--- config.mk ---
export PLATFORM = sky130hd
export DESIGN_NAME = key_init_guard
export DESIGN_NICKNAME = d
export VERILOG_FILES = /design/src/rtl/key_init_guard.sv
export SDC_FILE = /design/constraint.sdc
export NUM_CORES = 1
export LEC_CHECK = 0
export BUFFER_PORTS_ARGS = -buffer_cell sky130_fd_sc_hd__buf_2
export CAP_MARGIN = 30
export CORE_ASPECT_RATIO = 0.6
export CORE_MARGIN = 10
export CORE_UTILIZATION = 49
export CTS_CLUSTER_DIAMETER = 50
export DETAILED_ROUTE_END_ITERATION = 10
export GPL_TIMING_DRIVEN = 0
export PLACE_DENSITY = 0.8
export SLEW_MARGIN = 20
export SYNTH_ARGS = -nofsm -noshare
export SYNTH_HDL_FRONTEND = slang
export SYNTH_SLANG_ARGS = --single-unit
--- constraint.sdc ---
create_clock -name clk -period 2 [get_ports clk]
set_input_delay 0.3 -clock clk [delete_from_list [all_inputs] [get_ports clk]]
set_output_delay 0.3 -clock clk [all_outputs]
set_load 0.05 [all_outputs]
--- src/rtl/key_init_guard.sv ---
module key_init_guard #(
  parameter int DW = 32,
  parameter int AW = 3,
  parameter logic [7:0] KEY_A = 8'hCA,
  parameter logic [7:0] KEY_B = 8'h53,
  parameter int ACK_TICKS = 2,
  parameter logic [DW-1:0] PRESC_RST = 32'h007F00FF
) (
  input  logic          clk,
  input  logic          rst_n,
  input  logic          tick,
  input  logic          wr_en,
  input  logic [AW-1:0] addr,
  input  logic [DW-1:0] wdata,
  input  logic [DW-1:0] cal_time,
  input  logic [DW-1:0] cal_date,
  output logic [DW-1:0] rdata,
  output logic          unlocked,
  output logic          frozen,
  output logic          load_time,
  output logic          load_date,
  output logic [DW-1:0] load_data,
  output logic [DW-1:0] presc_val
);
  localparam int CW = (ACK_TICKS > 1) ? $clog2(ACK_TICKS) : 1;
  localparam logic [AW-1:0] A_TIME  = AW'(0);
  localparam logic [AW-1:0] A_DATE  = AW'(1);
  localparam logic [AW-1:0] A_STAT  = AW'(2);
  localparam logic [AW-1:0] A_PRESC = AW'(3);
  localparam logic [AW-1:0] A_KEY   = AW'(4);

  typedef enum logic [1:0] {K_SHUT, K_HALF, K_OPEN} kst_t;

  kst_t          kst;
  logic          req_q, ack_q, sync_q, inits_q;
  logic [CW-1:0] cnt_q;
  logic [DW-1:0] shd_time, shd_date, presc_q;

  wire wr_key   = wr_en && addr == A_KEY;
  wire wr_stat  = wr_en && addr == A_STAT;
  wire gate     = unlocked && ack_q;
  wire req_drop = wr_stat && unlocked && !wdata[7];
  wire refresh  = tick && !ack_q;

  assign unlocked  = kst == K_OPEN;
  assign frozen    = ack_q;
  assign load_time = wr_en && addr == A_TIME && gate;
  assign load_date = wr_en && addr == A_DATE && gate;
  assign load_data = wdata;
  assign presc_val = presc_q;

  always_ff @(posedge clk or negedge rst_n)
    if (!rst_n) kst <= K_SHUT;
    else if (wr_key)
      case (kst)
        K_SHUT:  kst <= (wdata[7:0] == KEY_A) ? K_HALF : K_SHUT;
        K_HALF:  kst <= (wdata[7:0] == KEY_B) ? K_OPEN : K_SHUT;
        default: kst <= K_SHUT;
      endcase

  always_ff @(posedge clk or negedge rst_n)
    if (!rst_n) begin
      req_q <= 1'b0;
      ack_q <= 1'b0;
      cnt_q <= '0;
    end else begin
      if (wr_stat && unlocked) req_q <= wdata[7];
      if (req_drop) begin
        ack_q <= 1'b0;
        cnt_q <= '0;
      end else if (tick && req_q && !ack_q) begin
        if (cnt_q == CW'(ACK_TICKS - 1)) ack_q <= 1'b1;
        else cnt_q <= cnt_q + CW'(1);
      end
    end

  always_ff @(posedge clk or negedge rst_n)
    if (!rst_n) begin
      sync_q   <= 1'b0;
      shd_time <= '0;
      shd_date <= '0;
    end else begin
      if (wr_stat && !wdata[5]) sync_q <= 1'b0;
      else if (refresh) sync_q <= 1'b1;
      if (refresh) begin
        shd_time <= cal_time;
        shd_date <= cal_date;
      end
    end

  always_ff @(posedge clk or negedge rst_n)
    if (!rst_n) begin
      presc_q <= PRESC_RST;
      inits_q <= 1'b0;
    end else begin
      if (wr_en && addr == A_PRESC && gate) presc_q <= wdata;
      if (load_date) inits_q <= 1'b1;
    end

  always_comb
    case (addr)
      A_TIME:  rdata = shd_time;
      A_DATE:  rdata = shd_date;
      A_STAT:  rdata = {{(DW-8){1'b0}}, req_q, ack_q, sync_q, inits_q, 4'b0};
      A_PRESC: rdata = presc_q;
      default: rdata = '0;
    endcase

  AST_OPEN_BY_KEY_B: assert property (@(posedge clk) disable iff (!rst_n)
    $rose(unlocked) |-> $past(wr_key && wdata[7:0] == KEY_B));
  AST_RELOCK: assert property (@(posedge clk) disable iff (!rst_n)
    (unlocked && wr_key) |=> !unlocked);
  AST_PRESC_HELD: assert property (@(posedge clk) disable iff (!rst_n)
    !unlocked |=> $stable(presc_q));
  AST_ACK_NEEDS_REQ: assert property (@(posedge clk) disable iff (!rst_n)
    frozen |-> req_q);
  AST_LOAD_GATED: assert property (@(posedge clk) disable iff (!rst_n)
    (load_time || load_date) |-> (unlocked && frozen));
  AST_SYNC_ON_TICK: assert property (@(posedge clk) disable iff (!rst_n)
    $rose(sync_q) |-> $past(tick));
  AST_INITS_STICKY: assert property (@(posedge clk) disable iff (!rst_n)
    inits_q |=> inits_q);
endmodule

==> results of run 1 <==
==> logic make-up (layout without fill, tap and decap cells) <==
group	count (synthesis)	after routing	synth area share
and+or+nand+nor	83	83	0.0890
muxes	129	129	0.300
DFF	103	103	0.495
buffers and inverters	59	277	0.0809
AOI/OAI and AO/OA	34	34	0.0344
==> final timing paths <==
path,from,end,slack (ns),depth (start not counted)
worst max-delay path,frozen,rdata[6],0.06,3
worst min-delay path,cal_time[12],shd_time[12],0.17,2
worst max register to register,frozen,shd_date[9],0.20,4
worst min register to register,shd_time[14],shd_time[14],0.49,1
max in group asynchronous,rst_n,presc_val[22],0.81,3
min in group asynchronous,rst_n,shd_date[6],0.51,2
==> metal layers <==
layer	vias up	share of wire
li1	1813	-
met5	-	0.00046
met2	150	0.46
met1	1960	0.44
met3	19	0.093
met4	2	0.0098
==> stage by stage <==
stage                     hold WS, ns  total power [W]
final                           0.172          0.00582
after global routing            0.157          0.00609
after CTS                       0.158          0.00587
after floorplan               0.00441          0.00352
after detailed placement        0.307          0.00396
after global placement          0.457          0.00389
==> synthesized netlist by cell type <==
cell type | instances | area share
buf_4 | 32 | 0.046
o21ai_1 | 1 | 0.00095
mux2_4 | 30 | 0.086
buf_2 | 15 | 0.014
mux2_2 | 26 | 0.056
o21bai_1 | 1 | 0.0014
a31oi_1 | 1 | 0.0012
or2_0 | 2 | 0.0024
and4_1 | 1 | 0.0017
nand4bb_4 | 1 | 0.0053
nor2_1 | 6 | 0.0043
a21oi_1 | 29 | 0.028
nand4bb_1 | 1 | 0.0021
nor2b_1 | 6 | 0.0072
nand2b_2 | 1 | 0.0017
o31ai_1 | 1 | 0.0014
nand3b_1 | 1 | 0.0014
mux2i_1 | 28 | 0.053
nor3_1 | 2 | 0.0019
nand3_1 | 1 | 0.00095
o22a_1 | 1 | 0.0017
nand4b_1 | 2 | 0.0033
dfstp_2 | 15 | 0.075
inv_2 | 1 | 0.00072
buf_12 | 3 | 0.011
dfrtp_1 | 88 | 0.42
or4b_1 | 1 | 0.0019
and2_1 | 1 | 0.0012
mux2_1 | 41 | 0.088
clkbuf_1 | 6 | 0.0043
or2_1 | 26 | 0.031
nand2_1 | 30 | 0.021
mux4_2 | 4 | 0.017
nand4_1 | 1 | 0.0012
buf_6 | 2 | 0.0043
==> where the power goes <==
| group | internal, W | switching (W) | leakage, nW |
|---|---|---|---|
| Sequential | 0.00238 | 0.000155 | 1.23 |
| Clock | 0.00113 | 0.000765 | 0.156 |
| Combinational | 0.000587 | 0.000803 | 1.98 |
| Total | 0.00410 | 0.00172 | 3.36 |
==> worst max-delay path, delay by kind of cell, from the launching register on <==
| kind | cells | cell delay, ns |
|---|---|---|
| multiplexers | 1 | 0.47 |
| flip-flops | 1 | 0.46 |
| buffers and inverters | 1 | 0.21 |
| AND/OR/NAND/NOR | 1 | 0.15 |
==> final cells by class <==
class / instances / area, µm²
fillers: 801 / 3590
flip-flops and latches: 103 / 2600
multi-input cells: 246 / 2330
repair buffers: 202 / 1070
plain buffers: 58 / 427
clock buffers: 11 / 243
well taps: 139 / 174
clock inverters: 5 / 81.3
inverters: 1 / 3.75
==> sequential cells by signal, indices dropped and copies added (netlist names) <==
signal / count
cnt_q: 1
frozen: 1
inits_q: 1
kst: 2
presc_val: 32
req_q: 1
shd_date: 32
shd_time: 32
sync_q: 1
==> what timing repair did <==
item	CTS	global route
hold endpoints to repair	47	0
resized for setup	0	14
setup buffers	0	0
hold buffers	1	0
endpoints found under the setup margin	0	23
==> flow_metrics.tcl, run 1 <==
set metrics [dict create \
    core_um2 10500 \
    nets 724 \
    grt_overflow 0 \
    grt_pass1_wl_mm 23.7 \
    tns_ns 0 \
    finalInstanceArea_um2 6930 \
    period_share 0.968 \
    postLayoutCoreUtil 0.658 \
    drtIter0Drc 125 \
    cp.required_ns 1.70 \
    vias_per_cell 5.16 \
    insertion_delay_ns 0.34 \
    die_area_um2 15400 \
    synth_cell_types 35 \
    cp_slowest_stage_delay_ns 0.47 \
    netlist_instances 408 \
    syn2layout_area_growth_pct 32.1 \
    drt_first_pass_iters 4 \
    ir_drop_mv 0.427 \
    final_common_cell "buf_2" \
    synth-seq-cells 103 \
    max_freq_mhz 517 \
    place_area_um2 6560 \
    endpoint_kind "output pin" \
    via_count 3944 \
    setup_violations 0 \
    drive_gt1_frac 0.604 \
    start_util 0.498 \
    clockBufferDepth 2 \
    met2_usage 0.314 \
    layout_setup_ws_ns 0.0645 \
    dp_slack_ns 0.0112 \
    tightest_slew_ns 0.795 \
    cap_viol_max_count 0 \
    p_per_area_nw_per_um2 840 \
    drtAntennaViolNets 0 \
    cts_tree "done" \
    fin_crit_ns 1.94 \
    synth_nets 511 \
    fp.dieW_um 154 \
    use_met1 0.237 \
    grt_util_all_layers 0.194 \
    cp_data_arrival_time_ns 1.64 \
    max_slew_margin 0.470 \
    rows 29 \
    dpl.cell_count 748 \
    htreeDepth 3 \
    final_cell_mix "buf_2 (203), dfrtp_1 (87), mux2_1 (41)" \
    port_buffers 200 \
    syn_area_per_cell_um2 12.8 \
    status "completed" \
    busiest_layer "met2" \
    die_h_um 100 \
    antenna_found_initial 3 \
    wl_mm 15.1 \
    ys_seq_area_frac 0.495 \
    critical_path_class "flop to output pin" \
    grt_pass1_vias 4369 \
    leakage_nw 3.36 \
    drc_errors 0 \
    wl_per_cell_um 19.7 \
    ys.warnings.count 0 \
    hpwl_mm 11.9 \
    ios 203 \
    skew_ns 0.00416 \
    grtUsageMet3 0.0863 \
    crit_path_max_fanout 7 \
    startpoint_type "flop" \
    grt_max_degree 58 \
    clkSinkCount 103 \
    path_cells "mux4_2 > nor2b_2 > buf_2" \
    hold_viol 0 \
    gp_congestion 0.817 \
    path_clk_slew_ns 0.07 \
    crit_path_top_delay_cell "mux4_2" \
    fin_cells 765 \
    hold_class "primary input to flop" \
    drv_slew 0 \
    antenna_cells 0 \
    synthesis.area_um2 5240 \
    clock-root-buffer "clkbuf_16" \
    numCtsBuffers 9 \
]
Note: power is estimated with default switching activity, not from simulation.
==> run 2: changes to the inputs <==
--- a/config.mk
+++ b/config.mk
@@ -7,7 +7,7 @@
 export LEC_CHECK = 0
 export BUFFER_PORTS_ARGS = -buffer_cell sky130_fd_sc_hd__buf_2
 export CAP_MARGIN = 30
-export CORE_ASPECT_RATIO = 0.6
+export CORE_ASPECT_RATIO = 0.9
 export CORE_MARGIN = 10
 export CORE_UTILIZATION = 49
 export CTS_CLUSTER_DIAMETER = 50
==> flow_metrics.tcl, run 2 (same netlist as run 1, synthesis figures left out) <==
set metrics [dict create \
    status "completed" \
    period_share 0.976 \
    numCtsBuffers 9 \
    die_h_um 118 \
    drtIter0Drc 178 \
    p_per_area_nw_per_um2 843 \
    clock-root-buffer "clkbuf_16" \
    drtAntennaViolNets 0 \
    seq_power_share 0.434 \
    clockBufferDepth 2 \
    grt_util_all_layers 0.192 \
    skew_ns 0.0116 \
    antenna_cells 0 \
    grt_max_degree 63 \
    path_clk_slew_ns 0.08 \
    startpoint_type "primary input" \
    final_cell_mix "buf_2 (209), dfrtp_1 (87), mux2_1 (41)" \
    grt_overflow 0 \
    rsz0062_at_grt "false" \
    antenna_found_initial 1 \
    p_switching_w 0.00175 \
    drv_slew 0 \
    syn2layout_area_growth_pct 31.6 \
    gp_congestion 0.785 \
    wl_per_cell_um 19.8 \
    crit_path_max_fanout 10 \
    cpMostUsedCell "buf_2" \
    start_util 0.507 \
    rows 35 \
    cp_num_buf_inv 4 \
    postLayoutCoreUtil 0.668 \
    die_area_um2 15200 \
    hold_viol 0 \
    core_um2 10300 \
    hpwl_mm 11.7 \
    crit_path_top_delay_cell "or2_1" \
    busiest_layer "met2" \
    grt_pass1_wl_mm 23.4 \
    dp_slack_ns -0.0288 \
    post_cts_buffers 0 \
    grtUsageMet3 0.0791 \
    port_buffers 200 \
    path_cells "buf_2 > buf_2 > clkbuf_1 > or2_1 > a21oi_2 > buf_2" \
    hold_class "primary input to flop" \
    wl_mm 15.0 \
    layout_setup_ws_ns 0.0480 \
    use_met1 0.231 \
    fp.dieW_um 129 \
    vias_per_cell 5.18 \
    drive_gt1_frac 0.604 \
    critical_path_class "primary input to output pin" \
    max_freq_mhz 512 \
    cts_tree "done" \
    final_common_cell "buf_2" \
    total_power_w 0.00582 \
    ios 203 \
    insertion_delay_ns 0.34 \
    nets 724 \
    clockPowerShare 0.328 \
    swShare 0.301 \
    leakage_nw 3.37 \
    met2_usage 0.317 \
    clkSinkCount 103 \
    ir_drop_mv 0.501 \
    fin_crit_ns 1.95 \
    p_int_w 0.00407 \
    max_slew_margin 0.451 \
    cp.required_ns 1.70 \
    htreeDepth 3 \
    via_count 3911 \
    cp_slowest_stage_delay_ns 0.30 \
    grt_pass1_vias 4367 \
    tightest_slew_ns 0.824 \
    combPwrFrac 0.237 \
    drt_first_pass_iters 4 \
    cap_viol_max_count 0 \
    drc_errors 0 \
    cp_data_arrival_time_ns 1.65 \
    endpoint_kind "output pin" \
    cp_top_family "buffers and inverters" \
    setup_violations 0 \
]
-- run 2: through the flow --
| stage | cell area, µm² | std cells | hold WS (ns) | setup TNS (ns) |
|---|---|---|---|---|
| after floorplan | 5360 | 408 | 0.00441 | 0 |
| after global placement | 6520 | 737 | 0.465 | -37.94 |
| after detailed placement | 6550 | 738 | 0.238 | -0.0507 |
| after CTS | 6890 | 755 | 0.166 | 0 |
| after global routing | 6900 | 755 | 0.157 | 0 |
| final | 6900 | 755 | 0.173 | 0 |
-- run 2: path summary, 6_finish.rpt --
check / depth (start not counted) / slack, ns / startpoint / end
worst max-delay path: 6 / 0.05 / addr[1] / rdata[18]
worst min-delay path: 2 / 0.17 / cal_time[23] / shd_time[23]
worst max register to register: 4 / 0.18 / frozen / shd_date[1]
worst min register to register: 1 / 0.49 / shd_time[14] / shd_time[14]
max in group asynchronous: 3 / 0.86 / rst_n / presc_val[18]
min in group asynchronous: 2 / 0.44 / rst_n / shd_time[6]
-- run 2: routing by layer --
metal | vias to the layer above | wire (µm)
met5 | - | 17
met4 | 2 | 143
met3 | 14 | 1410
met2 | 158 | 7120
met1 | 1931 | 6270
li1 | 1806 | -
-- run 2: repair_timing --
item | CTS | global route
hold buffers | 1 | 0
endpoints found under the setup margin | 4 | 4
pin swaps | 0 | 0
gates resized for setup | 2 | 4
hold endpoints to repair | 34 | 0
-- run 2: cell type report --
class                   instances  area [µm²]
inverters                       1        3.75
repair buffers                202        1050
clock buffers                   9         225
fillers                       780        3430
clock inverters                 7         100
multi-input cells             246        2330
flip-flops and latches        103        2600
plain buffers                  58         425
well taps                     129         161
-- run 2: power groups by stage --
stage	logic, W	clock network (W)	registers, W
global placement	0.00135	0	0.00254
finish	0.00138	0.00191	0.00253
global route	0.00149	0.00204	0.00256
detailed placement	0.00139	0	0.00256
CTS	0.00140	0.00195	0.00252
floorplan	0.000990	0	0.00253
